[src/rtl/door_ctrl_pkg.sv]
package door_ctrl_pkg;

  typedef enum logic [1:0] {
    MOT_STOP = 2'b00,
    MOT_UP   = 2'b01,
    MOT_DOWN = 2'b10
  } motion_e;

  typedef enum logic [1:0] {
    CMD_NONE     = 2'b00,
    CMD_OPEN     = 2'b01,
    CMD_CLOSE    = 2'b10,
    CMD_CONFLICT = 2'b11
  } cmd_e;

endpackage

[src/rtl/door_cmd_decode.sv]
module door_cmd_decode
  import door_ctrl_pkg::*;
(
  input  logic open_i,
  input  logic close_i,
  output cmd_e cmd_o
);

  always_comb begin
    unique case ({close_i, open_i})
      2'b01:   cmd_o = CMD_OPEN;
      2'b10:   cmd_o = CMD_CLOSE;
      2'b11:   cmd_o = CMD_CONFLICT;
      default: cmd_o = CMD_NONE;
    endcase
  end

endmodule

[src/rtl/door_limit_check.sv]
module door_limit_check #(
  parameter int unsigned POS_W    = 7,
  parameter int unsigned POS_OPEN = 100
) (
  input  logic [POS_W-1:0] pos_i,
  output logic             at_open_o,
  output logic             at_closed_o
);

  localparam logic [POS_W-1:0] OpenLim = POS_W'(POS_OPEN);

  // readings beyond the open limit count as fully open
  assign at_open_o   = (pos_i >= OpenLim);
  assign at_closed_o = (pos_i == '0);

endmodule

[src/rtl/door_motion_fsm.sv]
module door_motion_fsm
  import door_ctrl_pkg::*;
(
  input  logic clk_i,
  input  logic rst_ni,
  input  cmd_e cmd_i,
  input  logic at_open_i,
  input  logic at_closed_i,
  output logic up_o,
  output logic down_o
);

  motion_e state_q, state_d;

  always_comb begin
    state_d = state_q;
    unique case (state_q)
      MOT_STOP: begin
        if (cmd_i == CMD_OPEN && !at_open_i)         state_d = MOT_UP;
        else if (cmd_i == CMD_CLOSE && !at_closed_i) state_d = MOT_DOWN;
      end
      MOT_UP: begin
        // reversal and conflict both go through stop
        if (cmd_i == CMD_CLOSE || cmd_i == CMD_CONFLICT || at_open_i)
          state_d = MOT_STOP;
      end
      MOT_DOWN: begin
        if (cmd_i == CMD_OPEN || cmd_i == CMD_CONFLICT || at_closed_i)
          state_d = MOT_STOP;
      end
      default: state_d = MOT_STOP;
    endcase
  end

  always_ff @(posedge clk_i or negedge rst_ni) begin
    if (!rst_ni) state_q <= MOT_STOP;
    else         state_q <= state_d;
  end

  assign up_o   = (state_q == MOT_UP);
  assign down_o = (state_q == MOT_DOWN);

  a_r9_drive_exclusive: assert property (@(posedge clk_i) disable iff (!rst_ni)
    !(up_o && down_o));

  a_r7_conflict_stops: assert property (@(posedge clk_i) disable iff (!rst_ni)
    (cmd_i == CMD_CONFLICT) |=> (!up_o && !down_o));

  a_r3_open_limit: assert property (@(posedge clk_i) disable iff (!rst_ni)
    at_open_i |=> !up_o);

  a_r5_closed_limit: assert property (@(posedge clk_i) disable iff (!rst_ni)
    at_closed_i |=> !down_o);

  a_r8_no_direct_flip_up: assert property (@(posedge clk_i) disable iff (!rst_ni)
    up_o |=> !down_o);

  a_r8_no_direct_flip_down: assert property (@(posedge clk_i) disable iff (!rst_ni)
    down_o |=> !up_o);

  a_r2_start_up: assert property (@(posedge clk_i) disable iff (!rst_ni)
    (!up_o && !down_o && cmd_i == CMD_OPEN && !at_open_i) |=> up_o);

  a_r4_start_down: assert property (@(posedge clk_i) disable iff (!rst_ni)
    (!up_o && !down_o && cmd_i == CMD_CLOSE && !at_closed_i) |=> down_o);

endmodule

[src/rtl/door_motor_ctrl.sv]
module door_motor_ctrl #(
  parameter int unsigned POS_W    = 7,
  parameter int unsigned POS_OPEN = 100
) (
  input  logic             clk_i,
  input  logic             rst_ni,
  input  logic             open_i,
  input  logic             close_i,
  input  logic [POS_W-1:0] pos_i,
  output logic             up_o,
  output logic             down_o
);
  import door_ctrl_pkg::*;

  localparam int unsigned PosSpan = 1 << POS_W;

  cmd_e cmd;
  logic at_open, at_closed;

  door_cmd_decode u_cmd (
    .open_i  (open_i),
    .close_i (close_i),
    .cmd_o   (cmd)
  );

  door_limit_check #(
    .POS_W    (POS_W),
    .POS_OPEN (POS_OPEN)
  ) u_limit (
    .pos_i       (pos_i),
    .at_open_o   (at_open),
    .at_closed_o (at_closed)
  );

  door_motion_fsm u_fsm (
    .clk_i       (clk_i),
    .rst_ni      (rst_ni),
    .cmd_i       (cmd),
    .at_open_i   (at_open),
    .at_closed_i (at_closed),
    .up_o        (up_o),
    .down_o      (down_o)
  );

  initial begin
    a_open_limit_fits: assert (POS_OPEN > 0 && POS_OPEN < PosSpan);
  end

  a_r1_reset_idle: assert property (@(posedge clk_i)
    !rst_ni |-> (!up_o && !down_o));

endmodule

[config.mk]
export PLATFORM = sky130hd
export DESIGN_NAME = door_motor_ctrl
export DESIGN_NICKNAME = d
export VERILOG_FILES = /design/src/rtl/door_ctrl_pkg.sv /design/src/rtl/door_cmd_decode.sv /design/src/rtl/door_limit_check.sv /design/src/rtl/door_motion_fsm.sv /design/src/rtl/door_motor_ctrl.sv
export SDC_FILE = /design/constraint.sdc
export NUM_CORES = 1
export LEC_CHECK = 0
export ABC_AREA = 1
export BUFFER_PORTS_ARGS = -buffer_cell sky130_fd_sc_hd__buf_2
export CAP_MARGIN = 20
export CORE_AREA = 2 2 39 41
export CTS_CLUSTER_DIAMETER = 60
export CTS_CLUSTER_SIZE = 12
export DETAILED_ROUTE_END_ITERATION = 12
export DIE_AREA = 0 0 41 43
export MAX_ROUTING_LAYER = met4
export PLACE_DENSITY = 0.4
export SYNTH_ARGS = -nofsm -noshare
export SYNTH_HDL_FRONTEND = slang
export SYNTH_SLANG_ARGS = --single-unit
[constraint.sdc]
create_clock -name clk_i -period 1.95 [get_ports clk_i]
set_input_delay 0.39 -clock clk_i [delete_from_list [all_inputs] [get_ports clk_i]]
set_output_delay 0.39 -clock clk_i [all_outputs]
set_load 0.005 [all_outputs]
-- Yosys cells after proc, flatten, opt, wreduce, memory -nomap -nowiden
Cells that the tools add are included.
- bits of input ports: 11
- logic and storage cells: 30
- output and inout port bits: 2
- register bits: 2
- equal/unequal tests: 11
- reductions and logical operators: 11
- mux-type cells: 6
- $lt $le $gt $ge: 1
- operators by type and width (cell ; count):
    one-hot mux 2 bit (3 select lines) ; 2
    equality test 2 bit (second input constant) ; 5
    2-to-1 mux 2 bit ; 4
    greater-or-equal comparator 7 bit (second input constant) ; 1
    zero test 7 bit ; 1
    equality test 2 x 1 -> 1 bit (second input constant) ; 3
    logical OR 1 bit ; 4
    != test 2 x 1 -> 1 bit (second input constant) ; 2
    != test 3 x 1 -> 1 bit (second input constant) ; 1
    AND reduction 3 bit ; 1
    logical AND 1 bit ; 2
    zero test 1 bit ; 2
    zero test 2 bit ; 1

-- Logic depth before layout (Yosys ltp)
- word-level depth: 7
- depth in mapped cells: 8
- mapped depth without buffers: 8

-- Cells and area by module
Synthesis repeated with hierarchy kept, for this count alone.
- cell total of the unflattened synthesis: 37
- area, all modules: 192.7 µm²
- modules (own cells, without submodules) (module ; cells an instance ; times used ; sequential area each (µm²) ; area each (µm²)):
    door_motion_fsm ; 25 ; 1 ; 50.0 ; 143.9
    door_limit_check ; 10 ; 1 ; 0.0 ; 41.3
    door_cmd_decode ; 2 ; 1 ; 0.0 ; 7.5

-- Worst setup path after synthesis
No wires, ideal clock.
- path type: input port to flip-flop
- start: in pos_i[3]
- end: reg u_fsm.state_q[1]
- path buffers: 0
- slack: 0.969 ns
- data arrival time: 0.866 ns
- required time: 1.836 ns
- library setup time: 0.114 ns
- cell stages on the path: 8
- cells stage by stage: nor2_1 nand2_1 nand2_2 nand2_1 nand2_1 nand3_1 inv_1 nor2_2
- longest elaborated chain between the ends: 5
- elaborated cells on any way between the ends: 14
- classes of those cells: 1 x order compare; 3 x eq/ne; 2 x mux; 8 x reduce/logical
- RTL lines (item ; line ; source):
    start: declaration ; door_motor_ctrl.sv:9 ; input logic [POS_W-1:0] pos_i,
    greater-or-equal comparator 7 bit / zero test 7 bit (equally long branches) ; door_limit_check.sv:13, door_limit_check.sv:14 ;
    zero test 1 bit (on tied branches) ; door_motion_fsm.sv:19, door_motion_fsm.sv:20 ;
    logical AND 1 bit (on tied branches) ; door_motion_fsm.sv:19, door_motion_fsm.sv:20 ;
    != test 3 x 1 -> 1 bit (no line) / 2-to-1 mux 2 bit (equally long branches) ; -- ;
    AND reduction 3 bit (no line) / one-hot mux 2 bit (3 select lines) (equally long branches) ; -- ;
    end signal: assignment ; door_motion_fsm.sv:37 ; else state_q <= state_d;
    end: declaration ; door_motion_fsm.sv:13 ; motion_e state_q, state_d;
Parallel ways exist; a longest one is shown, timed or not.
A chain may end at the register's enable or synchronous reset.

-- Worst setup path in the final report
- start: reg u_fsm.state_q[1]
- end: out down_o
- longest elaborated chain between the ends: 1
- RTL lines (item ; line ; source):
    equality test 2 bit ; door_motion_fsm.sv:41 ; assign down_o = (state_q == MOT_DOWN);
    end: declaration ; door_motor_ctrl.sv:11 ; output logic down_o
Every way passes these cells.

==> out/results.tsv <==
stage	metric	value	unit
floorplanning	core_area	1384	sq um
route	postRouteAntennaNets	0	
clock_network	cts-hold-fix-buffers	1	
synthesis	synth_area	214.0	sq um
floorplanning	dieWidth	41	um
synthesis	syn_inst	40	
critical_path	worst_ep_required_time	1.56	ns
finish	drive_above_1_share	35.71	%
global_routing	grt_pass1_wl	731	um
clock_network	cts_setup_buffers	0	
clock_network	cts-resized-gates	0	
route	vias	253	
timing	rsz0062_at_grt	no	
finish	fin_nets	69	
clock_network	ctsHtreeMaxLevel	1	
placement	portBuffers	12	
global_routing	antenna_found_initial	0	
critical_path	critPathArrivalTime	0.93	ns
global_routing	track_usage	6.263	%
timing	slew_viol_final	0	
pwr	p_leak	0.2074	nW
finish	top_regs	u_fsm.state_q: 2 flops	
timing	slew_headroom	86.95	%
status	status	completed	
critical_path	path_max_fanout	4	
synthesis	syn_avg_cell_area	5.349	sq um
finish	syn_to_final_growth	52.63	%
clock_network	cts_buffer_depth	2	
finish	antenna_cells	0	
finish	final_cell_mix	12 x buf_2, 11 x inv_1, 10 x nand2_1, 7 x nor2_1	
route	drcViolationCount	0	
finish	layout_commonest_cell	buf_2	
floorplanning	std_cell_rows	14	
pwr	peakVddDrop	0.1593	mV
placement	place.gp.congestion	0.6398	
floorplanning	die_area	1763	sq um
clock_network	clk_pin_slew	0.03	ns
floorplanning	ios	13	
timing	finalCritPeriodShare	67.62	%
clock_network	clkLatencyLatePin	0.22	ns
synthesis	syn_nets	51	
route	drt_wl_total	428	um
timing	skew	0.002300	ns
clock_network	numCtsBuffers	3	
timing	fin_ws	0.6314	ns
global_routing	first_global_vias	216	
placement	dp_slack	0.7889	ns
pwr	powerDensity	823.8	nW/um^2
finish	top_register	u_fsm.state_q	
floorplanning	start_util	15.46	%
timing	max_freq	0.7584	GHz
run	max_cap_violations	0	
critical_path	path_class	flop to primary output	
route	drtIter0Drc	4	
synthesis	synth.distinct_cells	11	
timing	tightest_slew	0.1942	ns
route	via_per_inst	3.514	
global_routing	grt_overflow	0	
timing	setup-tns-final	0	ns
timing	layout_min_cycle_time	1.319	ns
clock_network	tritoncts	yes	
placement	hpwl	370	um
finish	utilization	23.60	%
finish	fillers	165	
floorplanning	die_h	43	um
critical_path	endpoint_kind	primary output	
critical_path	cp-start-kind	flop	
clock_network	root_buffer	clkbuf_4	
timing	final_hold_viol_count	0	
global_routing	grt_max_degree	5	
worst_hold_path	hold_path.class	input port to async pin	
timing	setup_violations	0	
critical_path	worst-r2r-cell-count	5	
finish	largest_register_ffs	2	
synthesis	synth.yosys.seq_area_share	23.39	%
route	first_pass_iters	2	
synthesis	yosys_warnings	0	
route	drt-wirelength-per-cell	5.944	um
synthesis	synth-seq-cells	2	
clock_network	cts.sinks	2	
==> path summary, 6_finish.rpt <==
path                                         startpoint                      endpoint  slack (ns)
setup / recovery           u_fsm.state_q[1]$_DFFE_PN0P_                        down_o        0.63
hold / removal                                   rst_ni  u_fsm.state_q[0]$_DFFE_PN0P_        0.48
setup reg to reg           u_fsm.state_q[1]$_DFFE_PN0P_  u_fsm.state_q[1]$_DFFE_PN0P_        1.04
hold reg to reg            u_fsm.state_q[1]$_DFFE_PN0P_  u_fsm.state_q[0]$_DFFE_PN0P_        0.53
max in group asynchronous                        rst_ni  u_fsm.state_q[1]$_DFFE_PN0P_        1.37
min in group clk_i                              close_i  u_fsm.state_q[0]$_DFFE_PN0P_        0.50
==> synthesized netlist by cell type <==
cell type	n	share of area, %
nor2_2	2	5.8
nor2_1	7	12
nand2_1	10	18
clkinv_1	1	1.8
nand3_1	3	7.0
nand3_2	1	4.7
inv_1	11	19
nand2_2	1	2.9
dfrtp_1	2	23
inv_2	1	1.8
o31ai_1	1	3.5
==> final cells by class <==
class	instances	area, sq um	share of cell area [%]
Multi-Input combinational cell	25	115.1	35.25
Timing Repair Buffer	13	70.07	21.46
Sequential cell	2	50.05	15.33
Inverter	13	48.80	14.94
Clock buffer	3	22.52	6.897
Tap cell	16	20.02	6.130
==> through the flow <==
step                      std cells  instance area, sq um  total power [mW]  hold slack (ns)
after floorplan                  40                 214.0            0.1427          0.09441
after global placement           68                 294.0            0.1811           0.1764
after detailed placement         68                 294.0            0.1794           0.1774
after CTS                        72                 326.6            0.2751           0.4761
after global routing             72                 326.6            0.3005           0.4942
final                            72                 326.6            0.2690           0.4817
==> worst max-delay path, stage by stage (launching register included) <==
cell     delay, ns
dfrtp_1       0.39
inv_1         0.05
nor2_1        0.13
buf_2         0.14
==> logic make-up (layout without fill, tap and decap cells) <==
| family | count (synthesis) | count (layout) | share of synthesized area (%) |
|---|---|---|---|
| and+or+nand+nor | 24 | 24 | 50.30 |
| buffers and inverters | 13 | 29 | 22.80 |
| DFF | 2 | 2 | 23.39 |
| AOI/OAI and AO/OA | 1 | 1 | 3.510 |
==> power by group <==
group,internal (mW),switching [mW],leakage [nW]
clock network,0.0678,0.0232,0.0138
logic,0.0500,0.0549,0.168
registers,0.0560,0.0170,0.0258
==> metal layers <==
metal  part of all wire, %  GRT usage, %  routed length [um]  up-vias
met4                   3.7         6.000                  16        0
met5                     0             -                   0        -
li1                      -             -                   -      145
met2                    51         9.688                 217        7
met3                   4.9             0                  21        2
met1                    40         6.709                 173       99
No activity file was read; power rests on OpenSTA's default activity.
